**src/rtl/dvs_pkg.sv**
```systemverilog
package dvs_pkg;
    typedef enum logic [2:0] {
        S_IDLE       = 3'd0,
        S_STALL_REQ  = 3'd1,
        S_SWITCHING  = 3'd2,
        S_WAIT_READY = 3'd3,
        S_RELEASE    = 3'd4
    } dvs_state_t;
endpackage

```
**src/rtl/dvs_sync.sv**
```systemverilog
module dvs_sync #(
    parameter int W      = 1,
    parameter int STAGES = 2
) (
    input  logic         clk,
    input  logic         rst,
    input  logic [W-1:0] d,
    output logic [W-1:0] q
);
    logic [W-1:0] stg [STAGES];

    generate
        for (genvar i = 0; i < STAGES; i++) begin : g_stage
            if (i == 0) begin : g_first
                always_ff @(posedge clk) begin
                    if (rst) stg[0] <= '0;
                    else     stg[0] <= d;
                end
            end else begin : g_next
                always_ff @(posedge clk) begin
                    if (rst) stg[i] <= '0;
                    else     stg[i] <= stg[i-1];
                end
            end
        end
    endgenerate

    assign q = stg[STAGES-1];
endmodule

```
**src/rtl/dvs_watchdog.sv**
```systemverilog
module dvs_watchdog #(
    parameter int CNT_W = 16
) (
    input  logic             clk,
    input  logic             rst,
    input  logic             waiting,
    input  logic             leaving,
    input  logic [CNT_W-1:0] limit,
    output logic             err
);
    logic [CNT_W-1:0] cnt;
    logic             expire;

    assign expire = waiting && !leaving && (limit != '0) && (cnt >= limit);

    always_ff @(posedge clk) begin
        if (rst) begin
            cnt <= '0;
        end else if (!waiting || leaving) begin
            cnt <= '0;
        end else if (cnt != {CNT_W{1'b1}}) begin
            cnt <= cnt + 1'b1;
        end
    end

    always_ff @(posedge clk) begin
        if (rst)         err <= 1'b0;
        else if (expire) err <= 1'b1;
    end

    // flag is sticky until reset
    p_err_sticky_r7: assert property (@(posedge clk) disable iff (rst)
        $past(err) |-> err);
    // a zero limit never raises the flag
    p_off_quiet_r9: assert property (@(posedge clk) disable iff (rst)
        (limit == '0 && $past(limit) == '0 && !$past(err)) |-> !err);
endmodule

```
**src/rtl/dvs_fsm.sv**
```systemverilog
module dvs_fsm
    import dvs_pkg::*;
(
    input  logic clk,
    input  logic rst,
    input  logic mode_s,
    input  logic ready_s,
    input  logic stall_done,
    output logic stall,
    output logic busy,
    output logic supply_sel,
    output logic waiting,
    output logic leaving
);
    dvs_state_t state, nxt;
    logic       applied;

    always_comb begin
        nxt = state;
        unique case (state)
            S_IDLE:       if (mode_s != applied) nxt = S_STALL_REQ;
            S_STALL_REQ:  if (stall_done)        nxt = S_SWITCHING;
            S_SWITCHING:  if (!ready_s)          nxt = S_WAIT_READY;
            S_WAIT_READY: if (ready_s)           nxt = S_RELEASE;
            S_RELEASE:                           nxt = S_IDLE;
            default:                             nxt = S_IDLE;
        endcase
    end

    always_ff @(posedge clk) begin
        if (rst) state <= S_IDLE;
        else     state <= nxt;
    end

    always_ff @(posedge clk) begin
        if (rst)
            applied <= 1'b0;
        else if (state == S_STALL_REQ && nxt == S_SWITCHING)
            applied <= ~applied;
    end

    always_comb begin
        stall   = 1'b0;
        busy    = 1'b1;
        waiting = 1'b0;
        unique case (state)
            S_IDLE:       busy = 1'b0;
            S_STALL_REQ:  begin stall = 1'b1; waiting = 1'b1; end
            S_SWITCHING:  begin stall = 1'b1; waiting = 1'b1; end
            S_WAIT_READY: begin stall = 1'b1; waiting = 1'b1; end
            S_RELEASE:    ;
            default:      busy = 1'b0;
        endcase
    end

    assign leaving    = (nxt != state);
    assign supply_sel = applied;

    // select moves only after a confirmed stall
    p_sel_after_done_r3: assert property (@(posedge clk) disable iff (rst)
        (applied != $past(applied)) |-> ($past(stall_done) && $past(stall)));
    // stall drops only once the new rail is reported ready
    p_release_ready_r4: assert property (@(posedge clk) disable iff (rst)
        $fell(stall) |-> $past(ready_s));
    // leaving IDLE always starts with the stall request
    p_busy_starts_stalled_r2: assert property (@(posedge clk) disable iff (rst)
        $rose(busy) |-> stall);
    // a release cycle separates consecutive sequences
    p_no_overlap_r6: assert property (@(posedge clk) disable iff (rst)
        $fell(stall) |=> !stall);
endmodule

```
**src/rtl/dvs_stall_ctrl.sv**
```systemverilog
module dvs_stall_ctrl #(
    parameter int CNT_W     = 16,
    parameter int SYNC_DEPTH = 2
) (
    input  logic             clk,
    input  logic             rst,
    input  logic             mode_req,
    input  logic             stall_done,
    input  logic             supply_ready,
    input  logic [CNT_W-1:0] timeout_lim,
    output logic             stall,
    output logic             supply_sel,
    output logic             busy,
    output logic             timeout_err
);
    localparam int NSYNC = 2;

    logic [NSYNC-1:0] raw_in, synced;
    logic             waiting, leaving;

    assign raw_in = {supply_ready, mode_req};

    dvs_sync #(.W(NSYNC), .STAGES(SYNC_DEPTH)) u_sync (
        .clk (clk),
        .rst (rst),
        .d   (raw_in),
        .q   (synced)
    );

    dvs_fsm u_fsm (
        .clk        (clk),
        .rst        (rst),
        .mode_s     (synced[0]),
        .ready_s    (synced[1]),
        .stall_done (stall_done),
        .stall      (stall),
        .busy       (busy),
        .supply_sel (supply_sel),
        .waiting    (waiting),
        .leaving    (leaving)
    );

    dvs_watchdog #(.CNT_W(CNT_W)) u_wdog (
        .clk     (clk),
        .rst     (rst),
        .waiting (waiting),
        .leaving (leaving),
        .limit   (timeout_lim),
        .err     (timeout_err)
    );

    // the flag never drops the stall
    p_err_keeps_stall_r7: assert property (@(posedge clk) disable iff (rst)
        $rose(timeout_err) |-> stall);
endmodule

```
**config.mk**
```make
export PLATFORM = sky130hd
export DESIGN_NAME = dvs_stall_ctrl
export DESIGN_NICKNAME = d
export VERILOG_FILES = /design/src/rtl/dvs_pkg.sv /design/src/rtl/dvs_sync.sv /design/src/rtl/dvs_watchdog.sv /design/src/rtl/dvs_fsm.sv /design/src/rtl/dvs_stall_ctrl.sv
export SDC_FILE = /design/constraint.sdc
export NUM_CORES = 1
export LEC_CHECK = 0
export ABC_CLOCK_PERIOD_IN_PS = 1400
export BUFFER_PORTS_ARGS = -buffer_cell sky130_fd_sc_hd__buf_2
export CAP_MARGIN = 20
export CORE_MARGIN = 2
export CORE_UTILIZATION = 45
export CTS_CLUSTER_DIAMETER = 200
export DETAILED_ROUTE_END_ITERATION = 8
export GPL_TIMING_DRIVEN = 0
export PLACE_DENSITY_LB_ADDON = 0.08
export REMOVE_ABC_BUFFERS = 1
export SLEW_MARGIN = 20
export SYNTH_ARGS = -nofsm -noshare
export SYNTH_HDL_FRONTEND = slang
export SYNTH_SLANG_ARGS = --single-unit
```
**constraint.sdc**
```tcl
create_clock -name clk -period 1.4 [get_ports clk]
set_input_delay 0.14 -clock clk [delete_from_list [all_inputs] [get_ports clk]]
set_output_delay 0.14 -clock clk [all_outputs]
set_load 0.02 [all_outputs]
```
==> flow_summary_export.csv <==
group,metric,value,unit
run_status,status,"complete, but fails checks",
run_status,violations,"setup timing",
floorplanning,core_area,3610,sq um
hold_path,hp-class,"in -> reg",
floorplanning,die_height,64.8,um
floorplanning,die_area,4200,sq um
drt,vias,1669,
power_and_ir_drop,swShare,29.3,%
setup_path,cp-end-kind,"flop",
clock_tree,postCtsHoldBufs,0,
power_and_ir_drop,powerDensity,659,nW/um^2
sta,maxSlewHeadroom,75.4,%
global_routing,grt_max_degree,16,
sta,drv_slew,0,
clock_tree,cts_root_buf,"clkbuf_8",
global_routing,grt_usage,21.9,%
cells_and_area,syn_to_final_growth,35.1,%
sta,fin_setup_tns,-0.390,ns
floorplanning,rows,22,
cells_and_area,diodes,0,
power_and_ir_drop,seq_power_share,50.8,%
logic_synthesis,synth_ff_type,"dfxtp_1",
placed_design,portBuffers,24,
logic_synthesis,postSynthCellCount,200,
logic_synthesis,yosys-top-cells-area,"dfxtp_1, ha_1, inv_1, nand3_1, a21oi_1",
drt,wire_per_inst,15.8,um
power_and_ir_drop,clkPwrFrac,30.3,%
logic_synthesis,yosysWarnings,0,
global_routing,antenna_found_initial,0,
clock_tree,clock-sinks,25,
floorplanning,initial_utilization,46.1,%
floorplanning,die_w,64.8,um
logic_synthesis,synth_cell_types,40,
sta,hold_violations,0,
setup_path,regToRegStartpoint,"u_wdog.cnt[0]$_SDFFE_PP0P_",
sta,rsz0062_at_grt,"yes",
sta,tightest_slew,0.368,ns
clock_tree,clkTransAtPathRegs,0.09,ns
cells_and_area,fill_cells,312,
sta,finalClockSkew,0.00294,ns
clock_tree,cts_buffer_depth,2,
power_and_ir_drop,p_switching,0.000434,W
clock_tree,insertion_delay,0.27,ns
drt,first_pass_iters,4,
floorplanning,io_pins,25,
logic_synthesis,synth_edf_count,0,
power_and_ir_drop,p_leak,0.909,nW
sta,post-route-period-util,110,%
power_and_ir_drop,vdd_drop_max,272,uV
sta,fmaxAchievable,0.647,GHz
drt,drc_errors,0,
clock_tree,cts_tree,"built",
logic_synthesis,synth_area_leader_cell,"dfxtp_1",
drt,wirelength,4530,um
setup_path,crit_type,"reg -> reg",
setup_path,startpoint_type,"flop",
setup_path,cp.required,1.57,ns
job,max_cap_violations,0,
global_routing,grt_pass1_vias,1610,
drt,vias_per_cell,5.82,
power_and_ir_drop,cell_internal_pwr,0.00105,W
setup_path,arrival,1.71,ns
setup_path,crit_start,"u_wdog.cnt[0]$_SDFFE_PP0P_",
placed_design,postPlaceCellArea,1790,sq um
logic_synthesis,synth_area,1660,sq um
sta,fin_crit,1.54,ns
sta,setup_slack,-0.145,ns
logic_synthesis,yosys-top-cells-count,"dfxtp_1, inv_1, ha_1",
cells_and_area,nets,278,
drt,ant_nets,0,
placed_design,dpl.cell_count,263,
power_and_ir_drop,pwr-share-comb,18.9,%
clock_tree,cts_buffers,3,
logic_synthesis,synth_top_area_share,30.1,%
placed_design,gp_congestion,0.826,
placed_design,dp_slack,-0.493,ns
setup_path,path_max_fanout,7,
global_routing,grt_pass1_wl,7190,um
drt,initialDrtViolationCount,75,
logic_synthesis,yosysSeqAreaShare,30.1,%
cells_and_area,drive_gt1_share,42.3,%
global_routing,overflow,0,
logic_synthesis,ys_seq_elements,25,
hold_path,hp-start,"mode_req",
logic_synthesis,async_flop_share,0,%
cells_and_area,fin_util,62.3,%
placed_design,place_hpwl,2910,um
logic_synthesis,yosysMostFrequentCell,"dfxtp_1",
logic_synthesis,syn_avg_cell_area,8.31,sq um
cells_and_area,fin_cells,287,
sta,setup_viol,8,
clock_tree,cts.htree.levels,1,
cells_and_area,stdcell_area,2250,sq um
## routing by layer
metal	share of wire (%)	up-vias	wire, um	GRT usage, %
met3	6.4	6	289	3.13
met1	44	780	1980	27.5
li1	-	824	-	-
met4	1.0	0	46	7.98
met5	0	-	0	0
met2	49	59	2210	38.0
## area by class of cell
type / instances / area (sq um) / share of cell area [%]
multi-input cells: 145 / 1240 / 55.0
flip-flops and latches: 25 / 548 / 24.4
repair buffers: 44 / 274 / 12.2
inverters: 21 / 78.8 / 3.51
well taps: 48 / 60.1 / 2.67
clock buffers: 3 / 41.3 / 1.84
clock inverters: 1 / 7.51 / 0.334
## what timing repair did
action                                  CTS  global route
gates resized for setup                  48            22
setup buffers                            14             6
endpoints found under the setup margin   17            17
pin swaps                                 9             2
## worst max-delay path: stages (launching register included)
cell and delay [ns]:
dfxtp_4 0.41, inv_2 0.05, ha_1 0.26, nand2b_1 0.18
a31oi_2 0.18, nor4_2 0.08, o311a_1 0.28
## sequential cells by signal (all words and copies together) (netlist names)
name and flops:
u_wdog.cnt 16, u_fsm.state 3, u_sync.stg 4, u_fsm.supply_sel 1, u_wdog.err 1
## per-stage QoR
stage / power (W) / hold slack, ns
2_1_floorplan: 0.000913 / 0.212
3_3_place_gp: 0.000989 / 0.347
3_5_place_dp: 0.00100 / 0.356
4_1_cts: 0.00147 / 0.0673
5_1_grt: 0.00156 / 0.0612
6_report: 0.00148 / 0.0700
## cells in the final DEF, fill, tap and decap left out, drive strengths merged, types with 6 or more instances in the layout
master,n
nand3,16
buf,44
nand4,7
inv,21
o21ai,7
dfxtp,25
a21oi,15
nor4,6
a211oi,6
nor2,8
mux2i,6
ha,17
nand2,8
## final timing paths
| kind | endpoint | slack, ns | cells past startpoint |
|---|---|---|---|
| setup / recovery | u_wdog.err$_SDFFE_PP0P_ | -0.14 | 6 |
| hold / removal | u_sync.stg[0][0]$_SDFF_PP0_ | 0.07 | 2 |
| setup reg to reg | u_wdog.err$_SDFFE_PP0P_ | -0.14 | 6 |
| hold reg to reg | u_sync.stg[1][1]$_SDFF_PP0_ | 0.45 | 1 |
## cell families after synthesis
group	after synthesis	share of synthesized area, %
XOR/XNOR	4	2.11
adder cells (fa/ha/maj)	17	12.8
buffers and inverters	30	7.67
AO/OA/AOI/OAI	44	17.2
multiplexers	6	3.61
AND/OR/NAND/NOR	74	26.6
flip-flops	25	30.1
## power groups by stage
stage	registers, W	logic, W	clock network [W]
floorplan	0.000772	0.000141	0
global placement	0.000771	0.000219	0
detailed placement	0.000773	0.000229	0
CTS	0.000747	0.000259	0.000460
global route	0.000757	0.000314	0.000492
finish	0.000752	0.000280	0.000449
Note: power is estimated with default switching activity, not from simulation.
